## src/rtl/usb_ls_tx.sv

```systemverilog
`timescale 1ns/1ps
module usb_ls_tx #(
  parameter int CLKS_PER_BIT = 12,
  parameter int CNT_W        = 8,
  parameter int ADDR_W       = 7
) (
  input  logic              clk,
  input  logic              rst_n,
  input  logic              start,
  input  logic [CNT_W-1:0]  byte_count,
  input  logic [7:0]        tx_data,
  input  logic              tx_valid,
  output logic              tx_ready,
  input  logic [ADDR_W-1:0] new_addr,
  output logic [ADDR_W-1:0] dev_addr,
  output logic              dp_out,
  output logic              dm_out,
  output logic              drv_en,
  output logic              busy,
  output logic              done,
  output logic              done_data,
  output logic              done_err
);
  localparam int TW = (CLKS_PER_BIT > 1) ? $clog2(CLKS_PER_BIT) : 1;
  localparam logic [TW-1:0] TMAX = TW'(CLKS_PER_BIT - 1);

  typedef enum logic [2:0] {ST_IDLE, ST_LEAD, ST_BITS, ST_EOP, ST_TAIL} st_t;

  st_t              st;
  logic [TW-1:0]    tmr;
  logic [7:0]       sh, nxt;
  logic [2:0]       bitix, ones;
  logic             line_k, have_nxt, eop_n, data_pkt, err;
  logic [CNT_W-1:0] rem;

  wire       tick  = (tmr == TMAX);
  assign tx_ready  = (st == ST_BITS) && (bitix == 3'd7) && (rem != '0) && !have_nxt;
  wire       take  = tx_ready && tx_valid;
  wire [7:0] src   = have_nxt ? nxt : tx_data;
  wire       avail = have_nxt || take;
  wire       nbit  = (st == ST_LEAD) ? sh[0] :
                     (bitix != 3'd7) ? sh[bitix + 3'd1] : src[0];

  assign drv_en = (st != ST_IDLE);
  assign busy   = drv_en;
  assign dp_out = drv_en && (st != ST_EOP) && line_k;
  assign dm_out = drv_en && (st != ST_EOP) && !line_k;

  always_ff @(posedge clk) begin
    if (!rst_n) begin
      st <= ST_IDLE; tmr <= '0; sh <= '0; nxt <= '0; bitix <= '0; ones <= '0;
      line_k <= 1'b0; have_nxt <= 1'b0; eop_n <= 1'b0; data_pkt <= 1'b0;
      err <= 1'b0; rem <= '0; done <= 1'b0; done_data <= 1'b0; done_err <= 1'b0;
      dev_addr <= '0;
    end else begin
      done <= 1'b0;
      if (take) begin
        nxt <= tx_data;
        have_nxt <= 1'b1;
      end
      if (st != ST_IDLE) tmr <= tick ? '0 : tmr + 1'b1;
      case (st)
        ST_IDLE: if (start) begin
          st <= ST_LEAD; tmr <= '0; line_k <= 1'b0; ones <= '0; sh <= 8'h80;
          bitix <= '0; rem <= byte_count; have_nxt <= 1'b0; err <= 1'b0;
          data_pkt <= (byte_count >= CNT_W'(2)); eop_n <= 1'b0;
        end
        ST_LEAD: if (tick) begin
          st <= ST_BITS;
          line_k <= nbit ? line_k : !line_k;
          ones <= nbit ? ones + 3'd1 : 3'd0;
        end
        ST_BITS: if (tick) begin
          if (ones == 3'd6) begin
            line_k <= !line_k;
            ones <= '0;
          end else if (bitix != 3'd7) begin
            bitix <= bitix + 3'd1;
            line_k <= nbit ? line_k : !line_k;
            ones <= nbit ? ones + 3'd1 : 3'd0;
          end else if (rem == '0) begin
            st <= ST_EOP; eop_n <= 1'b0;
          end else if (avail) begin
            sh <= src; bitix <= '0; rem <= rem - 1'b1; have_nxt <= 1'b0;
            line_k <= nbit ? line_k : !line_k;
            ones <= nbit ? ones + 3'd1 : 3'd0;
          end else begin
            st <= ST_EOP; eop_n <= 1'b0; err <= 1'b1;
          end
        end
        ST_EOP: if (tick) begin
          if (eop_n) begin
            st <= ST_TAIL; line_k <= 1'b0;
          end else eop_n <= 1'b1;
        end
        ST_TAIL: if (tick) begin
          st <= ST_IDLE; done <= 1'b1; done_data <= data_pkt; done_err <= err;
          if (data_pkt && !err) dev_addr <= new_addr;
        end
        default: st <= ST_IDLE;
      endcase
    end
  end


  acquire_j_chk: assert property (@(posedge clk) disable iff (!rst_n)
    $rose(drv_en) |-> (dm_out && !dp_out));

  run_len_chk: assert property (@(posedge clk) disable iff (!rst_n)
    ones <= 3'd6);

  release_chk: assert property (@(posedge clk) disable iff (!rst_n)
    done |-> (!drv_en && $past(drv_en)));

  addr_commit_chk: assert property (@(posedge clk) disable iff (!rst_n)
    !$stable(dev_addr) |-> (done && done_data && !done_err));

  ready_scope_chk: assert property (@(posedge clk) disable iff (!rst_n)
    tx_ready |-> (busy && !done));
endmodule

```

## config.mk

```make
export PLATFORM = sky130hd
export DESIGN_NAME = usb_ls_tx
export DESIGN_NICKNAME = d
export VERILOG_FILES = /design/src/rtl/usb_ls_tx.sv
export SDC_FILE = /design/constraint.sdc
export NUM_CORES = 1
export LEC_CHECK = 0
export BUFFER_PORTS_ARGS = -buffer_cell sky130_fd_sc_hd__buf_4
export CAP_MARGIN = 0
export CORE_MARGIN = 3
export CORE_UTILIZATION = 63
export CTS_BUF_LIST = sky130_fd_sc_hd__clkbuf_8
export DETAILED_ROUTE_END_ITERATION = 10
export PLACE_DENSITY_LB_ADDON = 0.12
export REMOVE_ABC_BUFFERS = 1
export SLEW_MARGIN = 30
export SYNTH_ARGS = -nofsm -noshare
export SYNTH_HDL_FRONTEND = slang
export SYNTH_SLANG_ARGS = --single-unit
```

## constraint.sdc

```tcl
create_clock -name clk -period 5.72 [get_ports clk]
set_input_delay 0.858 -clock clk [delete_from_list [all_inputs] [get_ports clk]]
set_output_delay 0.858 -clock clk [all_outputs]
set_load 0.01 [all_outputs]
```

==> results of run 1 <==
-- per-layer routing --
layer | wire [um] | part of all wire (%) | vias up | track usage [%]
li1 | - | - | 1220 | -
met5 | 0 | 0 | - | 0
met4 | 68 | 1.1 | 0 | 6.889
met2 | 2911 | 48 | 103 | 41.33
met3 | 441 | 7.2 | 7 | 4.067
met1 | 2670 | 44 | 1170 | 33.39
-- critical path, cell delays in order (launching register included) --
cell                       delay, ns
sky130_fd_sc_hd__dfxtp_1        0.63
sky130_fd_sc_hd__or4b_4         0.56
sky130_fd_sc_hd__a311oi_2       0.34
sky130_fd_sc_hd__and2_1         0.55
sky130_fd_sc_hd__o21ai_4        0.29
sky130_fd_sc_hd__or3_1          0.40
sky130_fd_sc_hd__a31oi_1        0.15
-- per-stage QoR --
step / instances / util (%) / area, um^2 / hold slack, ns / setup WS [ns]
5_1_grt: 404 / 75.60 / 3089 / 0.5018 / 2.560
3_3_place_gp: 396 / 73.24 / 2993 / 0.4453 / 2.790
3_5_place_dp: 396 / 73.24 / 2993 / 0.4552 / 2.691
2_1_floorplan: 305 / - / 2623 / 0.4394 / 2.988
4_1_cts: 404 / 75.41 / 3082 / 0.4697 / 2.660
6_report: 404 / 75.60 / 3089 / 0.4677 / 2.727
-- sequential cells by signal (all words and copies together), names as in the netlist --
| signal | count |
|---|---|
| ones | 3 |
| data_pkt | 1 |
| done | 1 |
| nxt | 8 |
| have_nxt | 1 |
| err | 1 |
| tmr | 4 |
| st | 3 |
| dev_addr | 7 |
| rem | 8 |
| eop_n | 1 |
| bitix | 3 |
| line_k | 1 |
| done_data | 1 |
| done_err | 1 |
| sh | 8 |
-- final cells by class --
class	count	area share, %
Tap cell	50	2.025
Sequential cell	52	33.70
Multi-Input combinational cell	242	50.10
Timing Repair Buffer	41	9.964
Inverter	11	1.337
Clock buffer	5	2.228
Clock inverter	3	0.6480
-- worst paths after layout --
kind              startpoint     end  depth (start not counted)
setup / recovery       st[1]  rem[0]                          6
hold / removal         sh[7]   sh[7]                          2
setup reg to reg       st[1]  rem[0]                          6
hold reg to reg        sh[7]   sh[7]                          2
-- cells by family (layout without fill, tap and decap cells) --
group / Yosys count / count (layout) / synth area share [%]
and+or+nand+nor: 132 / 132 / 23.74
AOI/OAI and AO/OA: 73 / 73 / 17.98
DFF: 52 / 52 / 38.36
muxes: 30 / 30 / 11.80
buffers and inverters: 29 / 60 / 4.887
adders and majority gates: 7 / 7 / 3.227
-- power by group through the flow --
stage | clock network, W | logic [W] | registers [W]
floorplan | 0 | 0.0000443 | 0.000383
global placement | 0 | 0.0000735 | 0.000385
detailed placement | 0 | 0.0000750 | 0.000385
CTS | 0.000212 | 0.0000758 | 0.000377
global route | 0.000225 | 0.0000847 | 0.000378
finish | 0.000209 | 0.0000770 | 0.000377
-- synthesized netlist by cell type (3+ instances only) --
master and instances:
sky130_fd_sc_hd__nand2b_1 4, sky130_fd_sc_hd__a22oi_1 7, sky130_fd_sc_hd__nand3_1 6, sky130_fd_sc_hd__nor2_1 49, sky130_fd_sc_hd__and2_1 3, sky130_fd_sc_hd__nor2b_1 5, sky130_fd_sc_hd__a31oi_1 7, sky130_fd_sc_hd__a211oi_1 3
sky130_fd_sc_hd__mux2_2 6, sky130_fd_sc_hd__buf_2 3, sky130_fd_sc_hd__and3_1 4, sky130_fd_sc_hd__ha_1 7, sky130_fd_sc_hd__nor3_1 13, sky130_fd_sc_hd__o21ai_0 10, sky130_fd_sc_hd__inv_1 10, sky130_fd_sc_hd__nand3b_1 3
sky130_fd_sc_hd__mux2i_1 23, sky130_fd_sc_hd__nand2_1 29, sky130_fd_sc_hd__o211ai_1 4, sky130_fd_sc_hd__a21oi_1 21, sky130_fd_sc_hd__or3_1 3, sky130_fd_sc_hd__clkbuf_1 11, sky130_fd_sc_hd__dfxtp_1 52, sky130_fd_sc_hd__o31ai_1 4
==> results.txt, run 1 <==
Status -> completed
Final worst path period share -> 52.32%
Insertion delay of the later-clocked pin in the worst-skew pair -> 0.31 ns
Final layout net count -> 387
Sinks on the clock net -> 52
Core Area -> 4086 um^2
Max transition margin -> 46.73%
Sequential share of power -> 56.9%
FF-to-FF setup slack -> 2.73 ns
Total of hold buffers inserted after clock tree synthesis -> 0
Antenna Diode Count -> 0
Class of the tightest hold or removal check -> reg2reg
Setup violation total in the final timing report -> 0
Die outline width -> 71.64 um
Rows -> 23
Switch share -> 26.43%
Startpoint Class -> flop
Post-CTS Repair Setup Buffers -> 0
Fraction of layout cells with a size suffix above 1 -> 18.36%
Combinational Power Share -> 11.6%
Buffer type at the clock tree root -> sky130_fd_sc_hd__clkbuf_8
Most common cell after layout, fill and taps aside -> sky130_fd_sc_hd__dfxtp_1
Gate count after technology mapping -> 323
Global-route wire length before repair -> 10.44 mm
Post-route total power -> 0.0006626 W
Transition time of the tightest slew-check pin -> 0.7990 ns
Leakage power total -> 1.271 nW
Pin count of the biggest net entering global routing -> 47
Count of maximum capacitance violations -> 0
Final worst clock skew -> 0.004767 ns
Area fraction of the dominant cell type after synthesis -> 38.36%
Internal power summed over all cells -> 0.0004875 W
Kind of critical path -> reg2reg
Filler cell count in the final layout -> 322
Via-per-instance ratio -> 6.188
Signed area change from the synthesized netlist to the final layout -> 13.83%
Clock Pin Slew Worst Setup and Hold Paths -> 0.10 ns
Die height -> 71.64 um
Most used flip-flop cell after synthesis -> sky130_fd_sc_hd__dfxtp_1
Overflow left after global routing -> 0
Proportion of power drawn by the clock network -> 31.5%
Final weighted congestion in routability-driven placement -> 0.8884
Top area cells in the synthesized netlist -> sky130_fd_sc_hd__dfxtp_1 (38%), sky130_fd_sc_hd__mux2i_1 (8.5%), sky130_fd_sc_hd__nor2_1 (6.8%), sky130_fd_sc_hd__nand2_1 (4.0%), sky130_fd_sc_hd__a21oi_1 (3.9%)
Total Wirelength -> 6.091 mm
Biggest area consumer among synthesized cells -> sky130_fd_sc_hd__dfxtp_1
Peak supply drop -> 193.2 uV
Cell area power density -> 214.5 nW/um^2
Detailed router's first-iteration violation count -> 241
Mean post-synth cell area -> 8.402 um^2
All-Layer GR Usage -> 24.83%
Area occupied by multi-input gates -> 1548 um^2
Post-detailed-route wirelength per cell -> 15.08 um
Max FO, Critical Path -> 24
Die area -> 5132 um^2
Antenna viol nets, final -> 0
Maximum root-to-sink buffer count -> 2
TritonCTS clock tree -> built
Post-synthesis cell type count -> 54
Number of cells upsized or downsized after cts -> 0
Number of port buffers -> 41
Number of hold violations in the final report -> 0
Number of vias in the routed layout -> 2500
Async SR Flop Fraction -> 0%
Final-report max-slew violation count -> 0
Most frequent cells in the layout -> sky130_fd_sc_hd__dfxtp_1 (52), sky130_fd_sc_hd__nor2_1 (49), sky130_fd_sc_hd__buf_4 (41)
Cell Area, Synth -> 2714 um^2
EDFF count, synth -> 0
H-tree depth reported by CTS -> 2
Vias in the first global route -> 2340
Data arrival, critical path -> 3.23 ns
TritonCTS buffer count -> 5
RSZ-0062 raised after global routing -> false
Warning count from the yosys run -> 0
Post-synthesis sequential element count -> 52
Maximum operating frequency -> 334.1 MHz
Total Neg Setup Slack -> 0 ns
Minimum clock period -> 2.993 ns
Sw Pwr -> 0.0001751 W
Ports -> 42
Residual DRC count -> 0
HPWL after DPL -> 4.269 mm
Starting density of the core -> 66.41%
Number of antenna violations at the first check in global routing -> 0
Crit end category -> flop
Data required, critical path -> 5.96 ns
1st-pass router iterations -> 5
Sequential standard cell area -> 1041 um^2
Sequential-to-total area share from yosys stat -> 38.36%
(Power assumes the default switching activity.)
==> inputs of run 2 (changes only) <==
--- a/config.mk
+++ b/config.mk
@@ -5,10 +5,11 @@
 export SDC_FILE = /design/constraint.sdc
 export NUM_CORES = 1
 export LEC_CHECK = 0
+export ABC_AREA = 1
 export BUFFER_PORTS_ARGS = -buffer_cell sky130_fd_sc_hd__buf_4
 export CAP_MARGIN = 0
 export CORE_MARGIN = 3
-export CORE_UTILIZATION = 63
+export CORE_UTILIZATION = 53
 export CTS_BUF_LIST = sky130_fd_sc_hd__clkbuf_8
 export DETAILED_ROUTE_END_ITERATION = 10
 export PLACE_DENSITY_LB_ADDON = 0.12
==> constraint.sdc (replaced) <==
create_clock -name clk -period 2.6 [get_ports clk]
set_input_delay 0.39 -clock clk [delete_from_list [all_inputs] [get_ports clk]]
set_output_delay 0.39 -clock clk [all_outputs]
set_load 0.01 [all_outputs]
==> run 2 against run 1 <==
  * Register-to-register slack worse by 2.4 ns
  * Largest cell class unchanged
  * Flip-flop and latch count is the same
  * Synthesized cell count increased by 29%
  * Total power rose to 4.7 times the previous value
  * Largest power group is now combinational cells
  * Clock skew rose by 0.0048 ns
  * Highest routed layer unchanged
  * Via count increased by 9.0%
  * First-iteration DRC count fell by 32%
  * Critical path depth up 5
  * Design area increased by 3.8%
  * Synthesized area is 2.5% higher
  * Critical endpoint is now rem[6]
  * Count of clock-buffer cells in the layout is 1 higher
  * Routed wire length increased by 4.3%
==> results.txt, run 2 <==
Status -> completed (unchanged)
Post-synthesis cell type count -> 34 (was 54)
RSZ-0062 raised after global routing -> false (unchanged)
Largest stage delay on the critical path -> 0.46 ns (was 0.63 ns)
Signed area change from the synthesized netlist to the final layout -> 15.34% (was 13.83%)
Mux cell area share after synthesis -> 0% (was 11.80%)
Residual DRC count -> 0 (unchanged)
Count of maximum capacitance violations -> 0 (unchanged)
Maximum operating frequency -> 434.5 MHz (was 334.1 MHz)
Data required, critical path -> 2.80 ns (was 5.96 ns)
Dominant combinational cell family by area after synthesis -> simple AND/OR/NAND/NOR gates (unchanged)
1st-pass router iterations -> 4 (was 5)
Sw Pwr -> 0.001454 W (was 0.0001751 W)
Minimum clock period -> 2.302 ns (was 2.993 ns)
Rows -> 25 (was 23)
Post-synthesis sequential element count -> 52 (unchanged)
Class of the tightest hold or removal check -> in2reg (was reg2reg)
Area fraction of the dominant cell type after synthesis -> 37.43% (was 38.36%)
Core Area -> 4911 um^2 (was 4086 um^2)
Peak supply drop -> 669.4 uV (was 193.2 uV)
Total of hold buffers inserted after clock tree synthesis -> 0 (unchanged)
Combinational Power Share -> 50.9% (was 11.6%)
Die height -> 78.44 um (was 71.64 um)
Worst hold margin -> 0.2865 ns (was 0.4677 ns)
CP Cell Sequence -> ha_1 -> ha_1 -> inv_1 -> nor2_1 -> nor2_2 -> nor3_2 -> nand2_4 -> inv_2 -> nand2_1 -> nand2_1 -> a21oi_2 (was or4b_4 -> a311oi_2 -> and2_1 -> o21ai_4 -> or3_1 -> a31oi_1)
Ports -> 42 (unchanged)
Transition time of the tightest slew-check pin -> 0.9469 ns (was 0.7990 ns)
Detailed router's first-iteration violation count -> 165 (was 241)
Clock Pin Slew Worst Setup and Hold Paths -> 0.10 ns (about the same)
Final worst clock skew -> 0.009568 ns (was 0.004767 ns)
Startpoint Class -> flop (unchanged)
Sequential share of power -> 33.1% (was 56.9%)
Biggest area consumer among synthesized cells -> sky130_fd_sc_hd__dfxtp_1 (unchanged)
Buffer type at the clock tree root -> sky130_fd_sc_hd__clkbuf_8 (unchanged)
Xor and xnor area share after synthesis -> 0.9447% (was 0%)
EDFF count, synth -> 0 (unchanged)
Crit end category -> flop (unchanged)
Complex-gate fraction of the synthesized area -> 15.65% (was 17.98%)
Overflow left after global routing -> 0 (unchanged)
Die outline width -> 78.44 um (was 71.64 um)
Number of vias in the routed layout -> 2724 (was 2500)
Sinks on the clock net -> 52 (unchanged)
Largest regs -> nxt (8), rem (8), sh (8) (unchanged)
Most common cell after layout, fill and taps aside -> sky130_fd_sc_hd__nand2_1 (was sky130_fd_sc_hd__dfxtp_1)
Final-report max-slew violation count -> 0 (unchanged)
Setup violation total in the final timing report -> 0 (unchanged)
Switch share -> 46.55% (was 26.43%)
TritonCTS clock tree -> built (unchanged)
Max FO, Critical Path -> 20 (was 24)
Top area cells in the synthesized netlist -> sky130_fd_sc_hd__dfxtp_1 (37%), sky130_fd_sc_hd__nand2_1 (15%), sky130_fd_sc_hd__a21oi_1 (8.8%), sky130_fd_sc_hd__nor2_1 (5.8%), sky130_fd_sc_hd__o21ai_0 (5.4%) (was sky130_fd_sc_hd__dfxtp_1 (38%), sky130_fd_sc_hd__mux2i_1 (8.5%), sky130_fd_sc_hd__nor2_1 (6.8%), sky130_fd_sc_hd__nand2_1 (4.0%), sky130_fd_sc_hd__a21oi_1 (3.9%))
Pin count of the biggest net entering global routing -> 30 (was 47)
Total Neg Setup Slack -> 0 ns (unchanged)
Critical-path cell with the highest stage delay -> sky130_fd_sc_hd__dfxtp_1 (unchanged)
Kind of critical path -> reg2reg (unchanged)
Vias in the first global route -> 2448 (was 2340)
Starting density of the core -> 56.64% (was 66.41%)
Gate count after technology mapping -> 416 (was 323)
Max transition margin -> 36.80% (was 46.73%)
H-tree depth reported by CTS -> 2 (unchanged)
Proportion of power drawn by the clock network -> 15.9% (was 31.5%)
Via-per-instance ratio -> 5.238 (was 6.188)
Number of hold violations in the final report -> 0 (unchanged)
Cell area power density -> 973.5 nW/um^2 (was 214.5 nW/um^2)
Number of cell instances on the worst register-to-register path -> 11 (was 6)
Internal power summed over all cells -> 0.001669 W (was 0.0004875 W)
Fraction of layout cells with a size suffix above 1 -> 16.11% (was 18.36%)
Mean post-synth cell area -> 6.686 um^2 (was 8.402 um^2)
Global-route wire length before repair -> 10.81 mm (was 10.44 mm)
Most frequent cells in the layout -> sky130_fd_sc_hd__nand2_1 (114), sky130_fd_sc_hd__dfxtp_1 (52), sky130_fd_sc_hd__a21oi_1 (49) (was sky130_fd_sc_hd__dfxtp_1 (52), sky130_fd_sc_hd__nor2_1 (49), sky130_fd_sc_hd__buf_4 (41))
Number of antenna violations at the first check in global routing -> 0 (unchanged)
Insertion delay of the later-clocked pin in the worst-skew pair -> 0.32 ns (was 0.31 ns)
Total Wirelength -> 6.350 mm (was 6.091 mm)
Final layout net count -> 486 (was 387)
Cell Area, Synth -> 2781 um^2 (was 2714 um^2)
Antenna viol nets, final -> 0 (unchanged)
Depth of the worst hold-timing path -> 3 (was 2)
Final weighted congestion in routability-driven placement -> 0.9143 (was 0.8884)
TritonCTS buffer count -> 5 (unchanged)
Final worst path period share -> 88.52% (was 52.32%)
All-Layer GR Usage -> 21.74% (was 24.83%)
Most instantiated library cell after synthesis -> sky130_fd_sc_hd__nand2_1 (was sky130_fd_sc_hd__dfxtp_1)
Fraction of the mapped netlist area in adder cells -> 3.149% (was 3.227%)
Maximum root-to-sink buffer count -> 2 (unchanged)
Top cells by instance count after synthesis -> sky130_fd_sc_hd__nand2_1 (114), sky130_fd_sc_hd__dfxtp_1 (52), sky130_fd_sc_hd__a21oi_1 (49) (was sky130_fd_sc_hd__dfxtp_1 (52), sky130_fd_sc_hd__nor2_1 (49), sky130_fd_sc_hd__nand2_1 (29))
Warning count from the yosys run -> 0 (unchanged)
Async SR Flop Fraction -> 0% (unchanged)
Post-detailed-route wirelength per cell -> 12.21 um (was 15.08 um)
Antenna Diode Count -> 0 (unchanged)
Die area -> 6153 um^2 (was 5132 um^2)
Sequential-to-total area share from yosys stat -> 37.43% (was 38.36%)
Number of port buffers -> 41 (unchanged)
Simple-gate share of the synthesized area -> 33.51% (was 23.74%)
Leakage power total -> 1.457 nW (was 1.271 nW)
Most used flip-flop cell after synthesis -> sky130_fd_sc_hd__dfxtp_1 (unchanged)
HPWL after DPL -> 4.573 mm (was 4.269 mm)
Data arrival, critical path -> 2.51 ns (was 3.23 ns)
[run 2: changes by cell type after synthesis, moves of 5 or more]
cell	delta
sky130_fd_sc_hd__nor3_1	-6
sky130_fd_sc_hd__a21oi_1	+28
sky130_fd_sc_hd__nor2_1	-6
sky130_fd_sc_hd__a22oi_1	-7
sky130_fd_sc_hd__inv_1	+28
sky130_fd_sc_hd__nand4_1	+6
sky130_fd_sc_hd__nand2_1	+85
sky130_fd_sc_hd__nor2b_1	-5
sky130_fd_sc_hd__nand3_1	+16
sky130_fd_sc_hd__a31oi_1	-7
sky130_fd_sc_hd__o21ai_0	+20
sky130_fd_sc_hd__mux2i_1	-23
sky130_fd_sc_hd__mux2_2	-6
[run 2: final timing paths]
kind / to / startpoint / slack [ns]
max: rem[6] / bitix[0] / 0.30
max reg2reg: rem[6] / bitix[0] / 0.30
min: dev_addr[1] / new_addr[1] / 0.29
min reg2reg: nxt[7] / nxt[7] / 0.45
[run 2: worst max-delay path, delay by kind of cell, from the launching register on]
kind                       cells  cell delay (ns)
AOI/OAI and AO/OA              1             0.03
adders and majority gates      2             0.38
buffers and inverters          2             0.32
DFF                            1             0.46
and+or+nand+nor                6             0.98
[run 2: what timing repair did]
| action | in CTS | in global routing |
|---|---|---|
| hold endpoints to repair | 0 | 0 |
| endpoints found under the setup margin | 0 | 11 |
| gates resized for setup | 0 | 1 |
| buffers inserted | 0 | 0 |
[run 2: cell families (layout without fill, tap and decap cells)]
family | Yosys count | count (layout)
adder cells (fa/ha/maj) | 7 | 7
AND/OR/NAND/NOR | 211 | 211
buffers and inverters | 59 | 96
XOR/XNOR | 3 | 3
flip-flops | 52 | 52
AO/OA/AOI/OAI | 84 | 84
[run 2: area by class of cell]
class,count,area (um^2)
Clock buffer,6,82.58
Clock inverter,2,13.76
Fill cell,459,1703
Inverter,43,162.7
Multi-Input combinational cell,305,1486
Sequential cell,52,1041
Tap cell,67,83.83
Timing Repair Buffer,45,337.8
[run 2: layer usage]
layer / track usage (%) / part of all wire, % / vias to the layer above
li1: - / - / 1420
met1: 29.24 / 49 / 1220
met2: 34.33 / 43 / 76
met3: 5.161 / 6.5 / 8
met4: 6.993 / 1.4 / 0
met5: 0 / 0 / -
[run 2: power groups by stage]
stage	clock network, W	logic, W	registers (W)
after floorplan	0	0.00117	0.00103
after global placement	0	0.00154	0.00105
after detailed placement	0	0.00156	0.00105
after CTS	0.000510	0.00157	0.00103
after global routing	0.000535	0.00179	0.00105
final	0.000498	0.00159	0.00103
[run 2: per-stage QoR]
step | utilization [%] | total power (W) | cells | area [um^2] | worst slack [ns]
detailed placement | 63.26 | 0.002611 | 512 | 3107 | 0.2977
CTS | 65.22 | 0.003115 | 520 | 3203 | 0.2307
global placement | 63.26 | 0.002590 | 512 | 3107 | 0.3847
finish | 65.32 | 0.003123 | 520 | 3208 | 0.2985
floorplan | - | 0.002194 | 400 | 2685 | 0.5955
global route | 65.32 | 0.003375 | 520 | 3208 | 0.03206
==> inputs of run 3 (changes only) <==
--- a/config.mk
+++ b/config.mk
@@ -9,7 +9,7 @@
 export BUFFER_PORTS_ARGS = -buffer_cell sky130_fd_sc_hd__buf_4
 export CAP_MARGIN = 0
 export CORE_MARGIN = 3
-export CORE_UTILIZATION = 53
+export CORE_UTILIZATION = 59
 export CTS_BUF_LIST = sky130_fd_sc_hd__clkbuf_8
 export DETAILED_ROUTE_END_ITERATION = 10
 export PLACE_DENSITY_LB_ADDON = 0.12
==> constraint.sdc (replaced) <==
create_clock -name clk -period 2.24 [get_ports clk]
set_input_delay 0.336 -clock clk [delete_from_list [all_inputs] [get_ports clk]]
set_output_delay 0.336 -clock clk [all_outputs]
set_load 0.01 [all_outputs]
==> run 3 against run 2 <==
  * Non-clock buffer count up 5
  * Design area rose by 0.70%
  * Cell count is 1.9% lower
  * Via count grew 1.4%
  * Clock power grew 11%
  * First-iteration DRC count up 27%
  * Total power increased by 18%
  * Critical path depth is 6 lower
  * Largest power group unchanged
==> results.txt, run 3 (same netlist as run 2, synthesis figures left out) <==
Die area -> 5574 um^2 (was 6153 um^2)
Pin count of the biggest net entering global routing -> 30 (unchanged)
Signed area change from the synthesized netlist to the final layout -> 16.15% (was 15.34%)
Minimum clock period -> 2.070 ns
TritonCTS clock tree -> built (unchanged)
Most Frequent Cell on Critical Path -> sky130_fd_sc_hd__buf_4
Critical-path cell with the highest stage delay -> sky130_fd_sc_hd__dfxtp_1 (unchanged)
Max FO, Critical Path -> 25 (was 20)
Setup violation total in the final timing report -> 0 (unchanged)
Maximum root-to-sink buffer count -> 2 (unchanged)
Largest stage delay on the critical path -> 0.39 ns (was 0.46 ns)
Post-route worst setup slack -> 0.1697 ns (was 0.2985 ns)
Max transition margin -> 40.52% (was 36.80%)
Leakage power total -> 1.479 nW (was 1.457 nW)
Top cell family by delay on the critical path -> simple AND/OR/NAND/NOR gates (unchanged)
Antenna Diode Count -> 0 (unchanged)
Overflow left after global routing -> 0 (unchanged)
Ports -> 42 (unchanged)
Number of port buffers -> 41 (unchanged)
Rows -> 24 (was 25)
All-Layer GR Usage -> 24.05% (was 21.74%)
Number of antenna violations at the first check in global routing -> 0 (unchanged)
HPWL after DPL -> 4.724 mm (was 4.573 mm)
Crit end category -> primary output (was flop)
Total of hold buffers inserted after clock tree synthesis -> 0 (unchanged)
Peak supply drop -> 705.6 uV (was 669.4 uV)
Transition time of the tightest slew-check pin -> 0.8913 ns (was 0.9469 ns)
Fraction of layout cells with a size suffix above 1 -> 17.25% (was 16.11%)
Final worst clock skew -> 0.005650 ns (was 0.009568 ns)
Kind of critical path -> reg2out (was reg2reg)
Residual DRC count -> 0 (unchanged)
Number of hold violations in the final report -> 0 (unchanged)
Final-report max-slew violation count -> 0 (unchanged)
Final layout net count -> 491 (was 486)
Via-per-instance ratio -> 5.418 (was 5.238)
Starting density of the core -> 62.58% (was 56.64%)
Vias in the first global route -> 2434 (was 2448)
Maximum operating frequency -> 483.0 MHz
Count of maximum capacitance violations -> 0 (unchanged)
Core Area -> 4444 um^2 (was 4911 um^2)
Global-route wire length before repair -> 10.66 mm (was 10.81 mm)
Die outline width -> 74.66 um (was 78.44 um)
1st-pass router iterations -> 5 (was 4)
Buffer type at the clock tree root -> sky130_fd_sc_hd__clkbuf_8 (unchanged)
Filler cell count in the final layout -> 391 (was 459)
Clock Pin Slew Worst Setup and Hold Paths -> 0.10 ns (about the same)
Cell area power density -> 1137 nW/um^2 (was 973.5 nW/um^2)
Class of the tightest hold or removal check -> in2reg (unchanged)
Total Neg Setup Slack -> 0 ns (unchanged)
Detailed router's first-iteration violation count -> 209 (was 165)
Most frequent cells in the layout -> sky130_fd_sc_hd__nand2_1 (114), sky130_fd_sc_hd__dfxtp_1 (52), sky130_fd_sc_hd__buf_4 (50) (was sky130_fd_sc_hd__nand2_1 (114), sky130_fd_sc_hd__dfxtp_1 (52), sky130_fd_sc_hd__a21oi_1 (49))
Final worst path period share -> 92.42%
CP Cell Sequence -> nor2_4 -> nand2_4 -> buf_4 -> nor4_2 -> buf_4 (was ha_1 -> ha_1 -> inv_1 -> nor2_1 -> nor2_2 -> nor3_2 -> nand2_4 -> inv_2 -> nand2_1 -> nand2_1 -> a21oi_2)
Number of vias in the routed layout -> 2763 (was 2724)
Data arrival, critical path -> 1.73 ns (was 2.51 ns)
Buffers plus inverters on the worst setup path -> 2 (unchanged)
Total Wirelength -> 6.434 mm (was 6.350 mm)
Post-CTS Repair Setup Buffers -> 0 (unchanged)
Number of cells upsized or downsized after cts -> 0 (unchanged)
RSZ-0062 raised after global routing -> false (unchanged)
Final weighted congestion in routability-driven placement -> 0.9155 (was 0.9143)
Die height -> 74.66 um (was 78.44 um)
Startpoint Class -> flop (unchanged)
Post-place setup slack -> 0.1988 ns (was 0.2977 ns)
Most common cell after layout, fill and taps aside -> sky130_fd_sc_hd__nand2_1 (unchanged)
Antenna viol nets, final -> 0 (unchanged)
Status -> completed (unchanged)
Data required, critical path -> 1.90 ns (was 2.80 ns)
H-tree depth reported by CTS -> 2 (unchanged)
Post-detailed-route wirelength per cell -> 12.62 um (was 12.21 um)
Insertion delay of the later-clocked pin in the worst-skew pair -> 0.31 ns (was 0.32 ns)
Sinks on the clock net -> 52 (unchanged)
Largest regs -> nxt (8), rem (8), sh (8) (unchanged)
TritonCTS buffer count -> 5 (unchanged)
## run 3: cell count changes in the layout (fill, tap and decap cells not counted)
| cell | change |
|---|---|
| sky130_fd_sc_hd__buf_4 | +5 |
| sky130_fd_sc_hd__clkbuf_8 | -1 |
| sky130_fd_sc_hd__clkinv_4 | +1 |
| sky130_fd_sc_hd__inv_2 | -1 |
| sky130_fd_sc_hd__inv_4 | +1 |
| sky130_fd_sc_hd__nor4_1 | -1 |
| sky130_fd_sc_hd__nor4_2 | +1 |
## run 3: tightest hold or removal path, cell delays in order
cell and delay [ns]:
sky130_fd_sc_hd__buf_4 0.08, sky130_fd_sc_hd__nor2_1 0.03, sky130_fd_sc_hd__nor2_1 0.08
## run 3: stage by stage
| stage | hold slack [ns] | total power, W | utilization, % | cell area [um^2] | instances |
|---|---|---|---|---|---|
| 6_report | 0.2419 | 0.003673 | 72.69 | 3231 | 510 |
| 5_1_grt | 0.2472 | 0.003972 | 72.69 | 3231 | 510 |
| 4_1_cts | 0.2379 | 0.003624 | 72.38 | 3217 | 510 |
| 3_5_place_dp | 0.4536 | 0.003074 | 70.33 | 3126 | 502 |
| 3_3_place_gp | 0.4363 | 0.003049 | 70.33 | 3126 | 502 |
| 2_1_floorplan | 0.4239 | 0.002547 | - | 2685 | 400 |
## run 3: worst paths after layout
kind                    start          end  slack, ns  cells past startpoint
setup / recovery        st[0]     tx_ready       0.17                      5
hold / removal    new_addr[1]  dev_addr[1]       0.24                      3
setup reg to reg       tmr[0]        sh[6]       0.23                     11
hold reg to reg        nxt[7]       nxt[7]       0.46                      2
## run 3: power by group
part           internal [W]  switching [W]  total [W]
Clock              0.000225       0.000326   0.000551
Combinational      0.000642        0.00129    0.00193
Sequential          0.00108       0.000110    0.00119
Total               0.00195        0.00172    0.00367
## run 3: routing by layer
layer  routed length, um  share of wire (%)  track usage, %
met5                   0                  0               0
met4                  96                1.5           6.126
met2                3037                 47           39.80
met1                2964                 46           32.59
met3                 335                5.2           4.272
## run 3: final cells by class
cell class              count  area (um^2)  share of cell area [%]
multi-input cells         305         1493                   46.20
flip-flops and latches     52         1041                   32.22
repair buffers             50        375.4                   11.62
inverters                  43        165.2                   5.112
clock buffers               5        68.82                   2.130
well taps                  52        65.06                   2.014
clock inverters             3        22.52                  0.6971
